### src/rtl/cfg_ser_pkg.sv
package cfg_ser_pkg;

    typedef enum logic [3:0] {
        ST_IDLE,
        ST_PROG,
        ST_PDLY,
        ST_REL,
        ST_FETCH,
        ST_BLO,
        ST_BHI,
        ST_FLO,
        ST_FHI,
        ST_OK,
        ST_FAIL
    } ld_state_e;

    typedef enum logic [2:0] {
        ERR_NONE       = 3'd0,
        ERR_INIT_ENTER = 3'd1,
        ERR_INIT_EXIT  = 3'd2,
        ERR_CRC        = 3'd3,
        ERR_DONE       = 3'd4,
        ERR_NO_RB      = 3'd5
    } ld_err_e;

    localparam int BYTE_W = 8;

endpackage

### src/rtl/cfg_ser_count.sv
module cfg_ser_count #(
    parameter int W = 8
) (
    input  logic         clk,
    input  logic         rst_n,
    input  logic         clr,
    output logic [W-1:0] cnt
);

    always_ff @(posedge clk or negedge rst_n) begin
        if (!rst_n) begin
            cnt <= '0;
        end else if (clr) begin
            cnt <= '0;
        end else begin
            cnt <= cnt + 1'b1;
        end
    end

endmodule

### src/rtl/cfg_ser_shift.sv
module cfg_ser_shift
    import cfg_ser_pkg::*;
(
    input  logic              clk,
    input  logic              rst_n,
    input  logic              load,
    input  logic [BYTE_W-1:0] data,
    input  logic              step,
    output logic              msb,
    output logic              last_bit
);

    localparam int IW = $clog2(BYTE_W);

    logic [BYTE_W-1:0] sh_q;
    logic [IW-1:0]     idx_q;

    // bit position counts down and wraps after the final bit of a byte
    always_ff @(posedge clk or negedge rst_n) begin
        if (!rst_n) begin
            sh_q  <= '0;
            idx_q <= '0;
        end else if (load) begin
            sh_q  <= data;
            idx_q <= IW'(BYTE_W - 1);
        end else if (step) begin
            sh_q  <= {sh_q[BYTE_W-2:0], 1'b0};
            idx_q <= idx_q - 1'b1;
        end
    end

    assign msb      = sh_q[BYTE_W-1];
    assign last_bit = (idx_q == '0);

endmodule

### src/rtl/cfg_ser_loader.sv
module cfg_ser_loader
    import cfg_ser_pkg::*;
#(
    parameter int TIMEOUT_CYC  = 1000000,
    parameter int HALF_CYC     = 4,
    parameter int PROG_DLY_CYC = 8
) (
    input  logic       clk,
    input  logic       rst_n,
    input  logic       start_i,
    input  logic       rb_req_i,
    input  logic [7:0] s_data_i,
    input  logic       s_valid_i,
    input  logic       s_last_i,
    output logic       s_ready_o,
    output logic       prog_n_o,
    output logic       cclk_o,
    output logic       din_o,
    input  logic       init_n_i,
    input  logic       done_i,
    output logic       busy_o,
    output logic       done_o,
    output logic       fail_o,
    output logic [2:0] err_o
);

    // a half period below two cycles would let data move with the rising clock
    localparam int HALF_EFF = (HALF_CYC < 2) ? 2 : HALF_CYC;
    localparam int DLY_EFF  = (PROG_DLY_CYC < 1) ? 1 : PROG_DLY_CYC;
    localparam int TO_EFF   = (TIMEOUT_CYC < 1) ? 1 : TIMEOUT_CYC;
    localparam int PMAX     = (HALF_EFF > DLY_EFF) ? HALF_EFF : DLY_EFF;
    localparam int PW       = $clog2(PMAX + 1);
    localparam int TW       = $clog2(TO_EFF + 1);

    ld_state_e   state_q, state_d;
    ld_err_e     err_q, err_d;
    logic        last_q;
    logic        din_q;

    logic [PW-1:0] phase_cnt, phase_lim;
    logic [TW-1:0] wait_cnt;
    logic          phase_end, wait_end, in_wait, phase_clr;
    logic          crc_hit, take;
    logic          bit_msb, bit_last, bit_step;

    assign in_wait   = (state_q == ST_PROG) || (state_q == ST_REL) ||
                       (state_q == ST_FLO)  || (state_q == ST_FHI);
    assign phase_lim = (state_q == ST_PDLY) ? PW'(DLY_EFF - 1) : PW'(HALF_EFF - 1);
    assign phase_end = (phase_cnt == phase_lim);
    assign wait_end  = (wait_cnt == TW'(TO_EFF - 1));
    assign crc_hit   = !init_n_i && !done_i;
    assign take      = (state_q == ST_FETCH) && !crc_hit && s_valid_i;
    assign bit_step  = (state_q == ST_BHI) && phase_end;
    assign phase_clr = (state_d != state_q);

    cfg_ser_count #(.W(PW)) u_phase (
        .clk   (clk),
        .rst_n (rst_n),
        .clr   (phase_clr),
        .cnt   (phase_cnt)
    );

    cfg_ser_count #(.W(TW)) u_wait (
        .clk   (clk),
        .rst_n (rst_n),
        .clr   (!in_wait),
        .cnt   (wait_cnt)
    );

    cfg_ser_shift u_shift (
        .clk      (clk),
        .rst_n    (rst_n),
        .load     (take),
        .data     (s_data_i),
        .step     (bit_step),
        .msb      (bit_msb),
        .last_bit (bit_last)
    );

    // next state and result code
    always_comb begin
        state_d = state_q;
        err_d   = err_q;
        unique case (state_q)
            ST_IDLE, ST_OK, ST_FAIL: begin
                if (start_i) begin
                    state_d = ST_PROG;
                    err_d   = ERR_NONE;
                end else if (rb_req_i) begin
                    state_d = ST_FAIL;
                    err_d   = ERR_NO_RB;
                end
            end
            ST_PROG: begin
                if (!init_n_i) begin
                    state_d = ST_PDLY;
                end else if (wait_end) begin
                    state_d = ST_FAIL;
                    err_d   = ERR_INIT_ENTER;
                end
            end
            ST_PDLY: begin
                if (phase_end) state_d = ST_REL;
            end
            ST_REL: begin
                if (init_n_i) begin
                    state_d = ST_FETCH;
                end else if (wait_end) begin
                    state_d = ST_FAIL;
                    err_d   = ERR_INIT_EXIT;
                end
            end
            ST_FETCH: begin
                if (crc_hit) begin
                    state_d = ST_FAIL;
                    err_d   = ERR_CRC;
                end else if (s_valid_i) begin
                    state_d = ST_BLO;
                end
            end
            ST_BLO: begin
                if (phase_end) state_d = ST_BHI;
            end
            ST_BHI: begin
                if (phase_end) begin
                    if (!bit_last)   state_d = ST_BLO;
                    else if (last_q) state_d = ST_FLO;
                    else             state_d = ST_FETCH;
                end
            end
            ST_FLO, ST_FHI: begin
                if (done_i) begin
                    state_d = ST_OK;
                end else if (wait_end) begin
                    state_d = ST_FAIL;
                    err_d   = ERR_DONE;
                end else if (phase_end) begin
                    state_d = (state_q == ST_FLO) ? ST_FHI : ST_FLO;
                end
            end
            default: state_d = ST_IDLE;
        endcase
    end

    // state register
    always_ff @(posedge clk or negedge rst_n) begin
        if (!rst_n) begin
            state_q <= ST_IDLE;
            err_q   <= ERR_NONE;
            last_q  <= 1'b0;
            din_q   <= 1'b0;
        end else begin
            state_q <= state_d;
            err_q   <= err_d;
            if (take) last_q <= s_last_i;
            if (state_q == ST_BLO) din_q <= bit_msb;
            else if (state_q == ST_FLO) din_q <= 1'b1;
        end
    end

    // outputs
    always_comb begin
        prog_n_o  = !((state_q == ST_PROG) || (state_q == ST_PDLY));
        cclk_o    = (state_q == ST_BHI) || (state_q == ST_FHI);
        s_ready_o = (state_q == ST_FETCH) && !crc_hit;
        busy_o    = !((state_q == ST_IDLE) || (state_q == ST_OK) || (state_q == ST_FAIL));
        done_o    = (state_q == ST_OK);
        fail_o    = (state_q == ST_FAIL);
        err_o     = err_q;
        din_o     = din_q;
    end

endmodule

### config.mk
export PLATFORM = sky130hd
export DESIGN_NAME = cfg_ser_loader
export DESIGN_NICKNAME = d
export VERILOG_FILES = /design/src/rtl/cfg_ser_pkg.sv /design/src/rtl/cfg_ser_count.sv /design/src/rtl/cfg_ser_shift.sv /design/src/rtl/cfg_ser_loader.sv
export SDC_FILE = /design/constraint.sdc
export NUM_CORES = 1
export LEC_CHECK = 0
export BUFFER_PORTS_ARGS = -buffer_cell sky130_fd_sc_hd__buf_4
export CORE_UTILIZATION = 30
export DETAILED_ROUTE_END_ITERATION = 10
export GPL_ROUTABILITY_DRIVEN = 0
export REMOVE_ABC_BUFFERS = 1
export SYNTH_ARGS = -nofsm -noshare
export SYNTH_HDL_FRONTEND = slang
export SYNTH_SLANG_ARGS = --single-unit
### constraint.sdc
create_clock -name clk -period 7.56 [get_ports clk]
set_input_delay 1.512 -clock clk [delete_from_list [all_inputs] [get_ports clk]]
set_output_delay 1.512 -clock clk [all_outputs]
set_load 0.01 [all_outputs]
# --- After elaboration in Yosys (flattened, before gate mapping) ---
# Cells that the tools add are included.
word_totals:
  mem_bits_rw: 0
  out_inout_bits: 10
  word_cells: 92
  mem_count: 0
  mem_bits_ro: 0
  register_bits: 44
  latchBits: 0
  inputBits: 16
classes:
  n_addsub: 3
  reduce_logical: 24
  shift: 0
  mux: 36
  n_mul: 0
  n_lt_le_gt_ge: 0
  n_div: 0
  n_bitwise: 0
  n_eq_ne: 21
ops:
  columns: ["cell", "count"]
  rows:
  - ["2-to-1 mux 4 bit", 15]
  - ["2-to-1 mux 3 bit", 12]
  - ["case mux 4 bit (8 select lines)", 1]
  - ["adder 20 x 1 -> 20 bit (second input constant)", 1]
  - ["equality test 20 bit (second input constant)", 1]
  - ["2-to-1 mux 20 bit", 1]
  - ["equality test 4 x 3 -> 1 bit (second input constant)", 4]
  - ["2-to-1 mux 8 bit", 2]
  - ["case mux 3 bit (5 select lines)", 1]
  - ["!= test 2 bit (second input constant)", 7]
  - ["equality test 4 bit (second input constant)", 3]
  - ["AND reduction 9 bit", 1]
  - ["equality test 4 x 2 -> 1 bit (second input constant)", 2]
  - ["logical OR 1 bit", 7]
  - ["zero test 1 bit", 5]
  - ["nonzero test 5 bit", 1]
  - ["adder 4 x 1 -> 4 bit (second input constant)", 1]
  - ["equality test 4 x 1 -> 1 bit (second input constant)", 1]
  - ["equality test 4 x 3 -> 1 bit", 1]
  - ["logical AND 1 bit", 4]
  - ["zero test 4 bit", 1]
  - ["2-to-1 mux 2 bit", 2]
  - ["!= test 4 bit", 1]
  - ["nonzero test 2 bit", 2]
  - ["other kinds (6)", 7]

# --- Longest topological paths before layout ---
depth:
  ltp_word: 9
  depth_mapped: 8
  ltp_nobuf: 7

# --- Cells and area by module ---
# Synthesis repeated with hierarchy kept, for this count alone.
unflattened:
  cells_unflattened: 318
  area_unflattened_um2: 2930.3
by_module_without_submodules:
  columns: ["mod", "cells_per_inst", "area_each_um2", "instances", "seq_area_each_um2"]
  rows:
  - ["cfg_ser_loader", 157, 1252.5, 1, 225.2]
  - ["cfg_ser_count at u_wait", 97, 960.9, 1, 500.5]
  - ["cfg_ser_shift", 51, 546.8, 1, 275.3]
  - ["cfg_ser_count at u_phase", 13, 170.2, 1, 100.1]

# --- Least setup slack after synthesis ---
# No wires, ideal clock.
synth_timing:
  path_type: "input to output"
  from: "input port done_i"
  to: "output port s_ready_o"
  path_buffers: 1
  required_time_ns: 6.048
  path_slack_ns: 3.997
  arrival_time_ns: 2.051
  stages: 3
  cell_sequence: "clkbuf_1 nor2_1 nor2_1"
synth_via:
  elab_chain_len: 4
synth_lines:
  columns: ["element", "line_no", "rtl"]
  rows:
  - ["from (decl)", "cfg_ser_loader.sv:20", "input logic done_i,"]
  - ["zero test 1 bit", "cfg_ser_loader.sv:51", "assign crc_hit = !init_n_i && !done_i;"]
  - ["logical AND 1 bit", "cfg_ser_loader.sv:51", null]
  - ["zero test 1 bit", "cfg_ser_loader.sv:165", "s_ready_o = (state_q == ST_FETCH) && !crc_hit;"]
  - ["logical AND 1 bit", "cfg_ser_loader.sv:165", null]
  - ["to (decl)", "cfg_ser_loader.sv:15", "output logic s_ready_o,"]
# No other way between the ends.

# --- Worst setup path in the final report ---
layout_timing:
  from: "register state_q[1]"
  to: "output port fail_o"
layout_via:
  elab_chain_len: 1
layout_lines:
  columns: ["element", "line_no", "rtl"]
  rows:
  - ["from (decl)", "cfg_ser_loader.sv:35", "ld_state_e state_q, state_d;"]
  - ["from (signal assigned)", "cfg_ser_loader.sv:153", "state_q <= state_d;"]
  - ["equality test 4 bit", "cfg_ser_loader.sv:168", "fail_o = (state_q == ST_FAIL);"]
  - ["to (decl)", "cfg_ser_loader.sv:23", "output logic fail_o,"]
# No other way between the ends.

==> results by group <==
Routing
  • Routed length per instance: 14.7 µm
  • Number of DRC markers in iteration 0: 172
  • ANT nets after route: 0
  • Via count: 2441
  • DRC viols: 0
  • Drt first pass iters: 4
  • Vias per cell: 5.51
  • Routed WL: 6.53 mm

Floorplanning
  • Die Area: 0.00975 mm²
  • Initial core utilization: 31.6%
  • Die W: 98.7 µm
  • Chip height: 98.7 µm
  • IO Count: 26
  • FP Rows: 34
  • Core area: 0.00889 mm²

CTS
  • Post-CTS setup buffers: 0
  • Skew-Pair Late Insertion Delay: 0.30 ns
  • Hold_buf cts: 0
  • Clock tree buffer depth: 2
  • CTS sink count: 44
  • CTS tree: built
  • TritonCTS Buffers: 5
  • H-Tree Level Count: 2
  • Clk slew on worst S/H paths: 0.09 ns
  • Post-CTS sizing: 0
  • Clk root buf: clkbuf_8

Power and ir drop
  • Internal: 0.564 mW
  • Pleak: 1.35 nW
  • Clock network power share: 15.4%
  • Sequential share of power: 38.2%
  • Switch share: 44.3%
  • Sw power: 0.448 mW
  • Pwr dens: 321 mW/mm²
  • Maximum VDD drop: 0.0839 mV
  • Comb power frac: 46.4%

STA
  • Post-route minimum period: 3.87 ns
  • Max transition margin: 35.3%
  • Fin. Hold Viols: 0
  • Slew @ Worst Pin: 0.970 ns
  • Max-slew violations: 0
  • Fin Setup TNS: 0 ns
  • Endpoints failing setup: 0
  • Worst Skew: 0.00568 ns
  • WHS: 0.486 ns
  • F_max: 259 MHz
  • Part of the cycle the worst path needs: 51.2%
  • RSZ-0062 raised after global routing: no

Yosys
  • Synth top area share: 39.2%
  • Synthesized area per cell: 8.72 µm²
  • Yosys warnings: 0
  • Seq cells post-synth: 44
  • Post-Syn Area: 0.00281 mm²
  • Synth cell count leaders: 44 x dfrtp_1, 38 x nor2_1, 31 x nand2_1
  • Count leader, synth: dfrtp_1
  • Cell taking the most area after synthesis: dfrtp_1
  • Top FF cell, synth: dfrtp_1
  • Async SR Flop Fraction: 100%
  • Mapped Cells: 322
  • Post-synth EDFFs: 0
  • Register area share after synthesis: 39.2%
  • Area contributors post-synth: dfrtp_1 39%, xor2_1 5.3%, nor2_1 5.1%, nand2_1 4.1%, o21ai_0 3.4%
  • Count of different cell masters after synthesis: 55

Min path
  • Min-delay src: u_wait.cnt[0]
  • Hold Crit Class: reg -> reg
  • Hold depth: 1

Layout
  • Fin area: 0.00315 mm²
  • Layout area overhead: 12.3%
  • Layout cells sized above 1: 12.5%
  • Register area: 0.00110 mm²
  • Nets: 354
  • Ant diodes: 0
  • Area of the multi-input gates: 0.00160 mm²
  • Fillcell total: 904
  • Final cell count without fillers: 443

Critical path
  • CP required: 6.05 ns
  • Worst setup path start: state_q[1]
  • FF-to-FF path depth: 6
  • Crit path max fanout: 29
  • Critical Path AT: 2.36 ns
  • Critical path type: reg -> out
  • Startpoint Class: register
  • Critical path capture point type: output pin
  • FF-to-FF Start: state_q[0]

Placement
  • IO buf count: 25
  • Dpl cell area: 0.00305 mm²
  • Final HPWL DP: 4.55 mm
  • Placed cell count: 435

GRT
  • First-pass GRT wire length: 11.5 mm
  • Total grt overflow: 0
  • Largest net degree at the start of global routing: 45
  • GRT Util Overall: 14.5%
  • Vias in the first global route: 2343
  • Antenna violations before repair: 0

Run status
  • Status: complete, no violations

Flow run
  • # Max-Cap Violations: 0
routing by layer:
layer  GRT usage, %  vias up  wire [µm]
met4           4.59        0         67
met1           19.1     1180       3020
met3           3.05        8        357
met2           23.8       70       3080
li1               -     1183          -
met5              0        -          0
cell type report:
class | instances | area share (%)
sequential | 44 | 34.9
clock buffer | 6 | 2.62
clock inverter | 2 | 0.476
timing repair buffer | 26 | 6.19
inverter | 7 | 0.834
multi-input combinational | 250 | 50.7
tap | 108 | 4.29
state kept, by name, summed over array words and instances, names as in the netlist:
| register | flops |
|---|---|
| u_shift.sh_q | 8 |
| state_q | 4 |
| u_shift.idx_q | 3 |
| din_o | 1 |
| last_q | 1 |
| err_o | 3 |
| u_wait.cnt | 20 |
| u_phase.cnt | 4 |
critical path, cell delays in order (launching register included):
cell	delay, ns
dfrtp_1	0.94
inv_1	0.35
nor4_1	0.54
buf_4	0.21
placed cells by master, fill, tap and decap left out, types with 3 or more instances in the layout:
master	Yosys	routed
a211oi_1	5	5
a21oi_1	14	13
a31oi_1	4	4
and3_1	7	7
buf_4	0	26
clkbuf_8	0	6
dfrtp_1	44	44
ha_1	4	4
inv_1	7	7
mux2_1	3	3
mux2i_1	9	9
nand2_1	31	31
nand2b_1	4	4
nand3_1	18	18
nand3b_1	5	5
nand4_1	4	4
nand4b_1	3	3
nor2_1	38	38
nor2b_1	4	4
nor3_1	7	7
nor4b_1	3	3
o211ai_1	3	3
o21ai_0	19	19
o31ai_1	4	4
xnor2_1	7	7
xor2_1	17	17
cells by family (layout without fill, tap and decap cells):
logic type	Yosys count	in the layout	synth area share (%)
DFF	44	44	39.2
buffers and inverters	28	41	4.01
AOI/OAI and AO/OA	71	71	17.5
xor gates and xnor gates	24	24	7.49
and+or+nand+nor	138	138	25.2
adders and majority gates	4	4	1.78
muxes	13	13	4.81
power groups by stage:
stage          Clock, mW  Combinational [mW]  Sequential [mW]
6_report           0.156               0.469            0.386
5_1_grt            0.175               0.528            0.396
4_1_cts            0.165               0.470            0.382
3_5_place_dp           0               0.466            0.387
3_3_place_gp           0               0.465            0.387
2_1_floorplan          0               0.319            0.373
stage by stage:
step	total power, mW	util (%)	setup WS [ns]
CTS	1.02	35.4	3.74
global route	1.10	35.4	3.53
floorplan	0.692	-	4.21
finish	1.01	35.4	3.69
detailed placement	0.854	34.4	3.86
global placement	0.851	34.4	3.89
path summary, 6_finish.rpt:
kind / end / slack (ns)
worst max register to register: u_phase.cnt[0] / 4.06
max in group asynchronous: u_wait.cnt[19] / 5.97
worst max-delay path: fail_o / 3.69
worst min register to register: u_wait.cnt[0] / 0.49
worst min-delay path: u_wait.cnt[0] / 0.49
min in group asynchronous: u_phase.cnt[2] / 1.21
No activity file was read; power rests on OpenSTA's default activity.
